File: src/rtl/mc_pkg.sv
package mc_pkg;

    typedef enum logic [3:0] {
        MC_FETCH1,
        MC_FETCH2,
        MC_OPR_LO,
        MC_OPR_HI,
        MC_POP_LO,
        MC_POP_HI,
        MC_WR_ACC,
        MC_WR_LO,
        MC_WR_HI
    } mc_state_e;

    typedef enum logic [1:0] {
        KIND_FETCH = 2'd0,
        KIND_OPRD  = 2'd1,
        KIND_MEMRD = 2'd2,
        KIND_MEMWR = 2'd3
    } cyc_kind_e;

    typedef enum logic [2:0] {
        CLS_NOP,
        CLS_PREFIX,
        CLS_POP,
        CLS_ST_ACC,
        CLS_ST_HL
    } op_class_e;

    typedef enum logic [2:0] {
        DST_BC = 3'd0,
        DST_DE = 3'd1,
        DST_HL = 3'd2,
        DST_AF = 3'd3,
        DST_IX = 3'd4
    } dst_e;

    typedef enum logic [2:0] {
        LD_NONE,
        LD_DST_LO,
        LD_DST_HI,
        LD_TMP_LO,
        LD_TMP_HI
    } ld_sel_e;

endpackage

File: src/rtl/mc_decode.sv
module mc_decode
    import mc_pkg::*;
#(
    parameter int                DATA_W    = 8,
    parameter logic [DATA_W-1:0] OP_PREFIX = 8'hDD,
    parameter logic [DATA_W-1:0] OP_POP_IX = 8'hE1,
    parameter logic [DATA_W-1:0] OP_ST_ACC = 8'h77,
    parameter logic [DATA_W-1:0] OP_ST_HL  = 8'h22,
    parameter logic [DATA_W-1:0] POP_MASK  = 8'hCF,
    parameter logic [DATA_W-1:0] POP_MATCH = 8'hC1,
    parameter int                PAIR_LSB  = 4
) (
    input  logic [DATA_W-1:0] opcode,
    input  logic              second,
    output op_class_e         cls,
    output dst_e              dst
);

    always_comb begin
        cls = CLS_NOP;
        dst = DST_BC;
        if (second) begin
            if (opcode == OP_POP_IX) begin
                cls = CLS_POP;
                dst = DST_IX;
            end
        end else if (opcode == OP_PREFIX) begin
            cls = CLS_PREFIX;
        end else if (opcode == OP_ST_ACC) begin
            cls = CLS_ST_ACC;
        end else if (opcode == OP_ST_HL) begin
            cls = CLS_ST_HL;
        end else if ((opcode & POP_MASK) == POP_MATCH) begin
            cls = CLS_POP;
            dst = dst_e'({1'b0, opcode[PAIR_LSB +: 2]});
        end
    end

endmodule

File: src/rtl/mc_tcount.sv
module mc_tcount #(
    parameter int FETCH_T = 4,
    parameter int DATA_T  = 3,
    parameter int TW      = $clog2(FETCH_T)
) (
    input  logic          clk,
    input  logic          rst,
    input  logic          is_fetch,
    output logic [TW-1:0] t_q,
    output logic          t_last
);

    localparam logic [TW-1:0] FETCH_END = TW'(FETCH_T - 1);
    localparam logic [TW-1:0] DATA_END  = TW'(DATA_T - 1);

    assign t_last = is_fetch ? (t_q == FETCH_END) : (t_q == DATA_END);

    always_ff @(posedge clk) begin
        if (rst)         t_q <= '0;
        else if (t_last) t_q <= '0;
        else             t_q <= t_q + 1'b1;
    end

    // a fetch wraps its T count after the fourth state
    assert_fetch_len_R1: assert property (@(posedge clk) disable iff (rst)
        (is_fetch && t_q == FETCH_END) |=> (t_q == '0));

    // a data access wraps after its third state
    assert_data_len_R2: assert property (@(posedge clk) disable iff (rst)
        (!is_fetch && t_q == DATA_END) |=> (t_q == '0));

endmodule

File: src/rtl/mc_regs.sv
module mc_regs
    import mc_pkg::*;
#(
    parameter int DATA_W = 8,
    parameter int PAIR_W = 2 * DATA_W
) (
    input  logic              clk,
    input  logic              rst,
    input  logic [DATA_W-1:0] din,
    input  logic              pc_inc,
    input  logic              sp_inc,
    input  ld_sel_e           ld_sel,
    input  dst_e              dst,
    output logic [PAIR_W-1:0] pc,
    output logic [PAIR_W-1:0] sp,
    output logic [PAIR_W-1:0] tmp,
    output logic [PAIR_W-1:0] af,
    output logic [PAIR_W-1:0] bc,
    output logic [PAIR_W-1:0] de,
    output logic [PAIR_W-1:0] hl,
    output logic [PAIR_W-1:0] ix
);

    localparam int NPAIR = 5;

    logic [PAIR_W-1:0] pair_q [NPAIR];

    always_ff @(posedge clk) begin
        if (rst) begin
            pc  <= '0;
            sp  <= '1;
            tmp <= '0;
        end else begin
            if (pc_inc) pc <= pc + 1'b1;
            if (sp_inc) sp <= sp + 1'b1;
            if (ld_sel == LD_TMP_LO) tmp[DATA_W-1:0]      <= din;
            if (ld_sel == LD_TMP_HI) tmp[PAIR_W-1:DATA_W] <= din;
        end
    end

    for (genvar i = 0; i < NPAIR; i++) begin : g_pair
        always_ff @(posedge clk) begin
            if (rst) begin
                pair_q[i] <= '0;
            end else if (dst == dst_e'(3'(i))) begin
                if (ld_sel == LD_DST_LO) pair_q[i][DATA_W-1:0]      <= din;
                if (ld_sel == LD_DST_HI) pair_q[i][PAIR_W-1:DATA_W] <= din;
            end
        end
    end

    assign bc = pair_q[DST_BC];
    assign de = pair_q[DST_DE];
    assign hl = pair_q[DST_HL];
    assign af = pair_q[DST_AF];
    assign ix = pair_q[DST_IX];

    // the program counter advances by exactly one when told to
    assert_pc_step_R3: assert property (@(posedge clk) disable iff (rst)
        pc_inc |=> (pc == $past(pc) + 1'b1));

    // without a step request the program counter holds
    assert_pc_hold_R3: assert property (@(posedge clk) disable iff (rst)
        (!pc_inc && !$past(rst)) |=> (pc == $past(pc)));

    // every stack read advances SP by one
    assert_sp_step_R4: assert property (@(posedge clk) disable iff (rst)
        sp_inc |=> (sp == $past(sp) + 1'b1));

endmodule

File: src/rtl/mc_seq.sv
module mc_seq
    import mc_pkg::*;
#(
    parameter int                DATA_W    = 8,
    parameter int                FETCH_T   = 4,
    parameter int                DATA_T    = 3,
    parameter logic [DATA_W-1:0] OP_PREFIX = 8'hDD,
    parameter logic [DATA_W-1:0] OP_POP_IX = 8'hE1,
    parameter logic [DATA_W-1:0] OP_ST_ACC = 8'h77,
    parameter logic [DATA_W-1:0] OP_ST_HL  = 8'h22
) (
    input  logic                clk,
    input  logic                rst,
    input  logic [DATA_W-1:0]   data_in,
    output logic [2*DATA_W-1:0] addr,
    output logic [DATA_W-1:0]   data_out,
    output logic                rd_stb,
    output logic                wr_stb,
    output logic                fetch_mark,
    output logic [1:0]          cyc_kind,
    output logic [2*DATA_W-1:0] pc_o,
    output logic [2*DATA_W-1:0] sp_o,
    output logic [2*DATA_W-1:0] af_o,
    output logic [2*DATA_W-1:0] bc_o,
    output logic [2*DATA_W-1:0] de_o,
    output logic [2*DATA_W-1:0] hl_o,
    output logic [2*DATA_W-1:0] ix_o
);

    localparam int            ADDR_W   = 2 * DATA_W;
    localparam int            TW       = $clog2(FETCH_T);
    localparam logic [TW-1:0] T_SAMPLE = TW'(1);
    localparam logic [TW-1:0] T_WR_ON  = TW'(1);
    localparam logic [TW-1:0] T_WR_OFF = TW'(DATA_T - 1);

    mc_state_e         state_q, state_d;
    logic [TW-1:0]     t_q;
    logic              t_last, is_fetch, in_second;
    logic [DATA_W-1:0] ir_q;
    op_class_e         dec_cls;
    dst_e              dec_dst, dst_q;
    ld_sel_e           ld_sel;
    cyc_kind_e         kind;
    logic              pc_inc, sp_inc;
    logic [ADDR_W-1:0] pc, sp, tmp, af, bc, de, hl, ix;

    assign is_fetch  = (state_q == MC_FETCH1) || (state_q == MC_FETCH2);
    assign in_second = (state_q == MC_FETCH2);

    mc_tcount #(.FETCH_T(FETCH_T), .DATA_T(DATA_T), .TW(TW)) u_tcount (
        .clk(clk), .rst(rst), .is_fetch(is_fetch), .t_q(t_q), .t_last(t_last)
    );

    mc_decode #(
        .DATA_W(DATA_W), .OP_PREFIX(OP_PREFIX), .OP_POP_IX(OP_POP_IX),
        .OP_ST_ACC(OP_ST_ACC), .OP_ST_HL(OP_ST_HL)
    ) u_decode (
        .opcode(ir_q), .second(in_second), .cls(dec_cls), .dst(dec_dst)
    );

    mc_regs #(.DATA_W(DATA_W)) u_regs (
        .clk(clk), .rst(rst), .din(data_in), .pc_inc(pc_inc), .sp_inc(sp_inc),
        .ld_sel(ld_sel), .dst(dst_q), .pc(pc), .sp(sp), .tmp(tmp),
        .af(af), .bc(bc), .de(de), .hl(hl), .ix(ix)
    );

    // state register: advance only on the last T state of a machine cycle
    always_ff @(posedge clk) begin
        if (rst) begin
            state_q <= MC_FETCH1;
            ir_q    <= '0;
            dst_q   <= DST_BC;
        end else begin
            if (is_fetch && t_q == T_SAMPLE) ir_q <= data_in;
            if (is_fetch && t_last)          dst_q <= dec_dst;
            if (t_last)                      state_q <= state_d;
        end
    end

    // next machine cycle
    always_comb begin
        state_d = MC_FETCH1;
        unique case (state_q)
            MC_FETCH1: begin
                unique case (dec_cls)
                    CLS_PREFIX: state_d = MC_FETCH2;
                    CLS_POP:    state_d = MC_POP_LO;
                    CLS_ST_ACC: state_d = MC_WR_ACC;
                    CLS_ST_HL:  state_d = MC_OPR_LO;
                    default:    state_d = MC_FETCH1;
                endcase
            end
            MC_FETCH2: state_d = (dec_cls == CLS_POP) ? MC_POP_LO : MC_FETCH1;
            MC_POP_LO: state_d = MC_POP_HI;
            MC_POP_HI: state_d = MC_FETCH1;
            MC_OPR_LO: state_d = MC_OPR_HI;
            MC_OPR_HI: state_d = MC_WR_LO;
            MC_WR_LO:  state_d = MC_WR_HI;
            MC_WR_HI:  state_d = MC_FETCH1;
            MC_WR_ACC: state_d = MC_FETCH1;
            default:   state_d = MC_FETCH1;
        endcase
    end

    // bus and register-control outputs
    always_comb begin
        kind       = KIND_FETCH;
        addr       = pc;
        rd_stb     = 1'b0;
        wr_stb     = 1'b0;
        fetch_mark = 1'b0;
        data_out   = '0;
        ld_sel     = LD_NONE;
        pc_inc     = 1'b0;
        sp_inc     = 1'b0;
        unique case (state_q)
            MC_FETCH1, MC_FETCH2: begin
                fetch_mark = 1'b1;
                rd_stb     = (t_q <= T_SAMPLE);
                pc_inc     = t_last;
            end
            MC_OPR_LO, MC_OPR_HI: begin
                kind   = KIND_OPRD;
                rd_stb = (t_q <= T_SAMPLE);
                pc_inc = t_last;
                if (t_q == T_SAMPLE)
                    ld_sel = (state_q == MC_OPR_LO) ? LD_TMP_LO : LD_TMP_HI;
            end
            MC_POP_LO, MC_POP_HI: begin
                kind   = KIND_MEMRD;
                addr   = sp;
                rd_stb = (t_q <= T_SAMPLE);
                sp_inc = t_last;
                if (t_q == T_SAMPLE)
                    ld_sel = (state_q == MC_POP_LO) ? LD_DST_LO : LD_DST_HI;
            end
            MC_WR_ACC: begin
                kind     = KIND_MEMWR;
                addr     = hl;
                wr_stb   = (t_q >= T_WR_ON) && (t_q <= T_WR_OFF);
                data_out = af[ADDR_W-1:DATA_W];
            end
            MC_WR_LO: begin
                kind     = KIND_MEMWR;
                addr     = tmp;
                wr_stb   = (t_q >= T_WR_ON) && (t_q <= T_WR_OFF);
                data_out = hl[DATA_W-1:0];
            end
            MC_WR_HI: begin
                kind     = KIND_MEMWR;
                addr     = tmp + 1'b1;
                wr_stb   = (t_q >= T_WR_ON) && (t_q <= T_WR_OFF);
                data_out = hl[ADDR_W-1:DATA_W];
            end
            default: ;
        endcase
    end

    assign cyc_kind = kind;
    assign pc_o = pc;
    assign sp_o = sp;
    assign af_o = af;
    assign bc_o = bc;
    assign de_o = de;
    assign hl_o = hl;
    assign ix_o = ix;

    // read and write strobes never overlap
    assert_strobe_excl_R2: assert property (@(posedge clk) disable iff (rst)
        !(rd_stb && wr_stb));

    // the fetch marker never accompanies a write
    assert_fetch_no_wr_R1: assert property (@(posedge clk) disable iff (rst)
        fetch_mark |-> !wr_stb);

    // the address holds until the machine cycle ends
    assert_addr_hold_R10: assert property (@(posedge clk) disable iff (rst)
        (!t_last) |=> $stable(addr));

    // the first state after reset is a fetch at PC
    assert_reset_fetch_R9: assert property (@(posedge clk) disable iff (rst)
        $fell(rst) |-> (fetch_mark && addr == pc));

endmodule

File: config.mk
export PLATFORM = sky130hd
export DESIGN_NAME = mc_seq
export DESIGN_NICKNAME = d
export VERILOG_FILES = /design/src/rtl/mc_pkg.sv /design/src/rtl/mc_decode.sv /design/src/rtl/mc_tcount.sv /design/src/rtl/mc_regs.sv /design/src/rtl/mc_seq.sv
export SDC_FILE = /design/constraint.sdc
export NUM_CORES = 1
export LEC_CHECK = 0
export BUFFER_PORTS_ARGS = -buffer_cell sky130_fd_sc_hd__buf_2
export CORE_UTILIZATION = 35
export DETAILED_ROUTE_END_ITERATION = 16
export RECOVER_POWER = 100
export SYNTH_ARGS = -nofsm -noshare
export SYNTH_HDL_FRONTEND = slang
export SYNTH_SLANG_ARGS = --single-unit
File: constraint.sdc
create_clock -name clk -period 2.2 [get_ports clk]
set_input_delay 0.22 -clock clk [delete_from_list [all_inputs] [get_ports clk]]
set_output_delay 0.22 -clock clk [all_outputs]
set_load 0.01 [all_outputs]
==> run_results.csv <==
group,metric,value,unit
pwr,p_int,4703,uW
setup_path,cp_max_fo,2,
pwr,pwr-share-seq,0.473,
placement,port-buffer-count,150,
clock_network,cts_buffer_depth,2,
logic_synthesis,synth_ff_type,"edfxtp_1",
routing,met2_length,10420,um
layout,final_common_cell,"clkbuf_1",
timing,fin_tns_setup,-0.1766,ns
logic_synthesis,synth_cell_types,64,
die,num_rows,51,
logic_synthesis,syn-mean-instance-area,10.30,sq um
pwr,ir_drop,554.6,uV
pwr,total_power,6241,uW
logic_synthesis,ys_warn_count,0,
die,die_area,0.02070,sq mm
placement,dp_slack,0.1060,ns
clock_network,cts_max_level,4,
routing,antenna_left,0,
clock_network,cts_buffers,17,
pwr,comb_power_share,0.049,
timing,finalHoldViolCount,0,
die,die_x,143.9,um
clock_network,cts_tree,"done",
setup_path,crit_chain,"nand4_1 -> nor4_2 -> nand4_1 -> xnor2_1 -> a221o_1 -> buf_2",
placement,dpl.hpwl,15400,um
logic_synthesis,async_flop_share,0,
clock_network,clkLatencyLatePin,0.43,ns
setup_path,path_class,"flip-flop to output pin",
clock_network,root_buffer,"clkbuf_16",
die,die_y,143.9,um
logic_synthesis,synth_top_area_cell,"edfxtp_1",
timing,min_period,2.288,ns
setup_path,cp.buffers_inverters,1,
global_routing,grtUsageTotal,0.2203,
timing,worst_pin_slew,0.5740,ns
routing,remaining_drc_errors,0,
setup_path,end_kind,"output pin",
clock_network,holdBufCountCts,0,
placement,gp_congestion,0.9296,
global_routing,grt_max_degree,56,
setup_path,critPathArrivalTime,2.07,ns
pwr,p_clk_frac,0.478,
setup_path,critPathRequiredTime,1.98,ns
logic_synthesis,syn_area,0.007046,sq mm
timing,period_share,1.040,
logic_synthesis,synth_top_area_share,0.3410,
layout,drive_gt1_frac,0.2210,
setup_path,critPathTopFamily,"simple AND/OR/NAND/NOR gates",
timing,holdWs,0.2201,ns
logic_synthesis,syn_inst,684,
layout,fin_nets,908,
timing,slew_headroom,0.6120,
routing,drt_first_pass_iters,6,
flow_run,maxCapViolations,0,
routing,wl_per_cell,19.29,um
timing,setup_viol,4,
routing,drt-vias-per-instance,5.196,
worst_hold_path,holdCritPathClass,"input port to flip-flop",
die,placeableCoreArea,0.01959,sq mm
die,io_pins,151,
setup_path,timing.rr.start,"state_q[1]",
timing,fmax,0.4370,GHz
layout,mostFrequentLayoutCells,"clkbuf_1 (113), and2_1 (82), edfxtp_1 (80)",
logic_synthesis,ys_seq_area_frac,0.5257,
layout,nFillCells,1921,
logic_synthesis,synthTopCellsByArea,"edfxtp_1 (34%), dfxtp_1 (18%), and2_1 (7.3%)",
clock_network,cts.sinks,145,
timing,setup_slack,-0.08843,ns
setup_path,cpPeakStageDelay,0.35,ns
timing,fin_skew,0.01533,ns
timing,rsz0062_at_grt,"yes",
setup_path,start_kind,"flip-flop",
routing,drt-met1-wl,9802,um
layout,syn_to_final_growth,32.18,%
setup_path,critPathLaunch,"u_regs.tmp[11]",
layout,n_antenna_cell,0,
pwr,switchingPower,1538,uW
worst_hold_path,hp-start,"data_in[6]",
timing,slew_viol_final,0,
logic_synthesis,ys_ff_latch,145,
routing,wl_met3,1830,um
clock_network,path_clk_slew,0.06,ns
global_routing,grt_overflow,0,
routing,vias,6079,
routing,top_layer_used,"met4",
status,failed_checks,"negative setup slack",
pwr,swShare,0.2465,
routing,drt_iter0_drc,417,
logic_synthesis,syn_nets,700,
die,start_util,0.3596,
setup_path,cpMaxStageDelayCell,"nor4_2",
global_routing,grt_pass1_wl,33350,um
setup_path,cp_common_cell,"nand4_1",
routing,wirelength,22560,um
global_routing,antenna_found_initial,0,
pwr,p_leak,0.003658,uW
pwr,powerDensity,670.2,mW/mm^2
global_routing,grt_pass1_vias,5605,
logic_synthesis,synth_edf_count,80,
status,outcome,"finished, violations left",
-- final timing paths --
check,endpoint,cells after the start,slack [ns]
worst max-delay path,addr[15],6,-0.09
worst min-delay path,ir_q[6],3,0.22
worst max register to register,u_regs.sp[13],7,0.13
worst min register to register,ir_q[6],2,0.49
-- synthesized netlist by cell type, types with 3 or more instances --
cell / number
o21bai_1: 4
xnor2_1: 18
or3_1: 5
mux2i_1: 27
and4_1: 5
nand2_1: 44
nor2b_1: 5
nand4_1: 16
dfxtp_1: 65
buf_2: 5
xor2_1: 15
inv_1: 19
nor2_1: 76
a211oi_1: 9
edfxtp_1: 80
nand2b_1: 12
a221oi_1: 4
nor4_1: 3
a21o_1: 10
a21oi_1: 37
nor3_1: 17
nand3b_1: 3
and2_1: 82
nand3_1: 13
o21ai_0: 22
a222oi_1: 9
clkbuf_1: 25
and3_1: 7
ha_1: 6
-- worst register-to-register path: cells and delay by family, from the launching register on --
kind,cells,cell delay (ns)
flip-flops,1,0.35
AND/OR/NAND/NOR,4,1.16
XOR/XNOR,1,0.15
buffers and inverters,2,0.32
-- flip-flops by register name, indices dropped and copies added, names as in the netlist --
name           flops
u_regs.pair_q     80
u_regs.pc         16
u_regs.sp         16
u_regs.tmp        16
ir_q               8
state_q            4
dst_q              3
u_tcount.t_q       2
-- timing repair --
| item | CTS | global route |
|---|---|---|
| setup endpoints to repair | 25 | 24 |
| buffers inserted | 24 | 14 |
| pin swaps | 12 | 24 |
| gates cloned | 1 | 2 |
| resized for setup | 51 | 50 |
-- layer usage --
layer / up-vias / GRT usage
met5: - / 0
met4: 0 / 0.08399
met3: 32 / 0.06265
met2: 275 / 0.3440
met1: 2905 / 0.2870
li1: 2867 / -
-- power by group through the flow --
| stage | Combinational [uW] | Sequential [uW] | Clock (uW) |
|---|---|---|---|
| 4_1_cts | 319 | 2960 | 3010 |
| 3_3_place_gp | 319 | 3020 | 0 |
| 2_1_floorplan | 132 | 3040 | 0 |
| 3_5_place_dp | 316 | 3020 | 0 |
| 5_1_grt | 331 | 2960 | 3140 |
| 6_report | 304 | 2950 | 2980 |
-- area by class of cell --
type	instances	area [sq um]	share of cell area
sequential	145	3754	0.4031
multi-input combinational	486	3301	0.3544
timing repair buffer	221	1229	0.1319
clock buffer	18	429.2	0.04608
tap	265	331.6	0.03560
clock inverter	14	170.2	0.01827
inverter	20	90.09	0.009674
timing repair inverter	1	8.758	0.0009405
-- cell families after synthesis --
kind of cell	synth area share
AND/OR/NAND/NOR	0.2490
flip-flops	0.5257
AO/OA/AOI/OAI	0.1041
buffers and inverters	0.03125
XOR/XNOR	0.04102
multiplexers	0.03836
adder cells (fa/ha/maj)	0.01066
-- metrics by stage --
stage,util,std cells,instance area (sq um)
after global routing,0.4754,1170,9313
after CTS,0.4679,1155,9166
after detailed placement,0.4204,1098,8235
final,0.4754,1170,9313
after global placement,0.4204,1098,8235
after floorplan,-,684,7046
(Power assumes the default switching activity.)
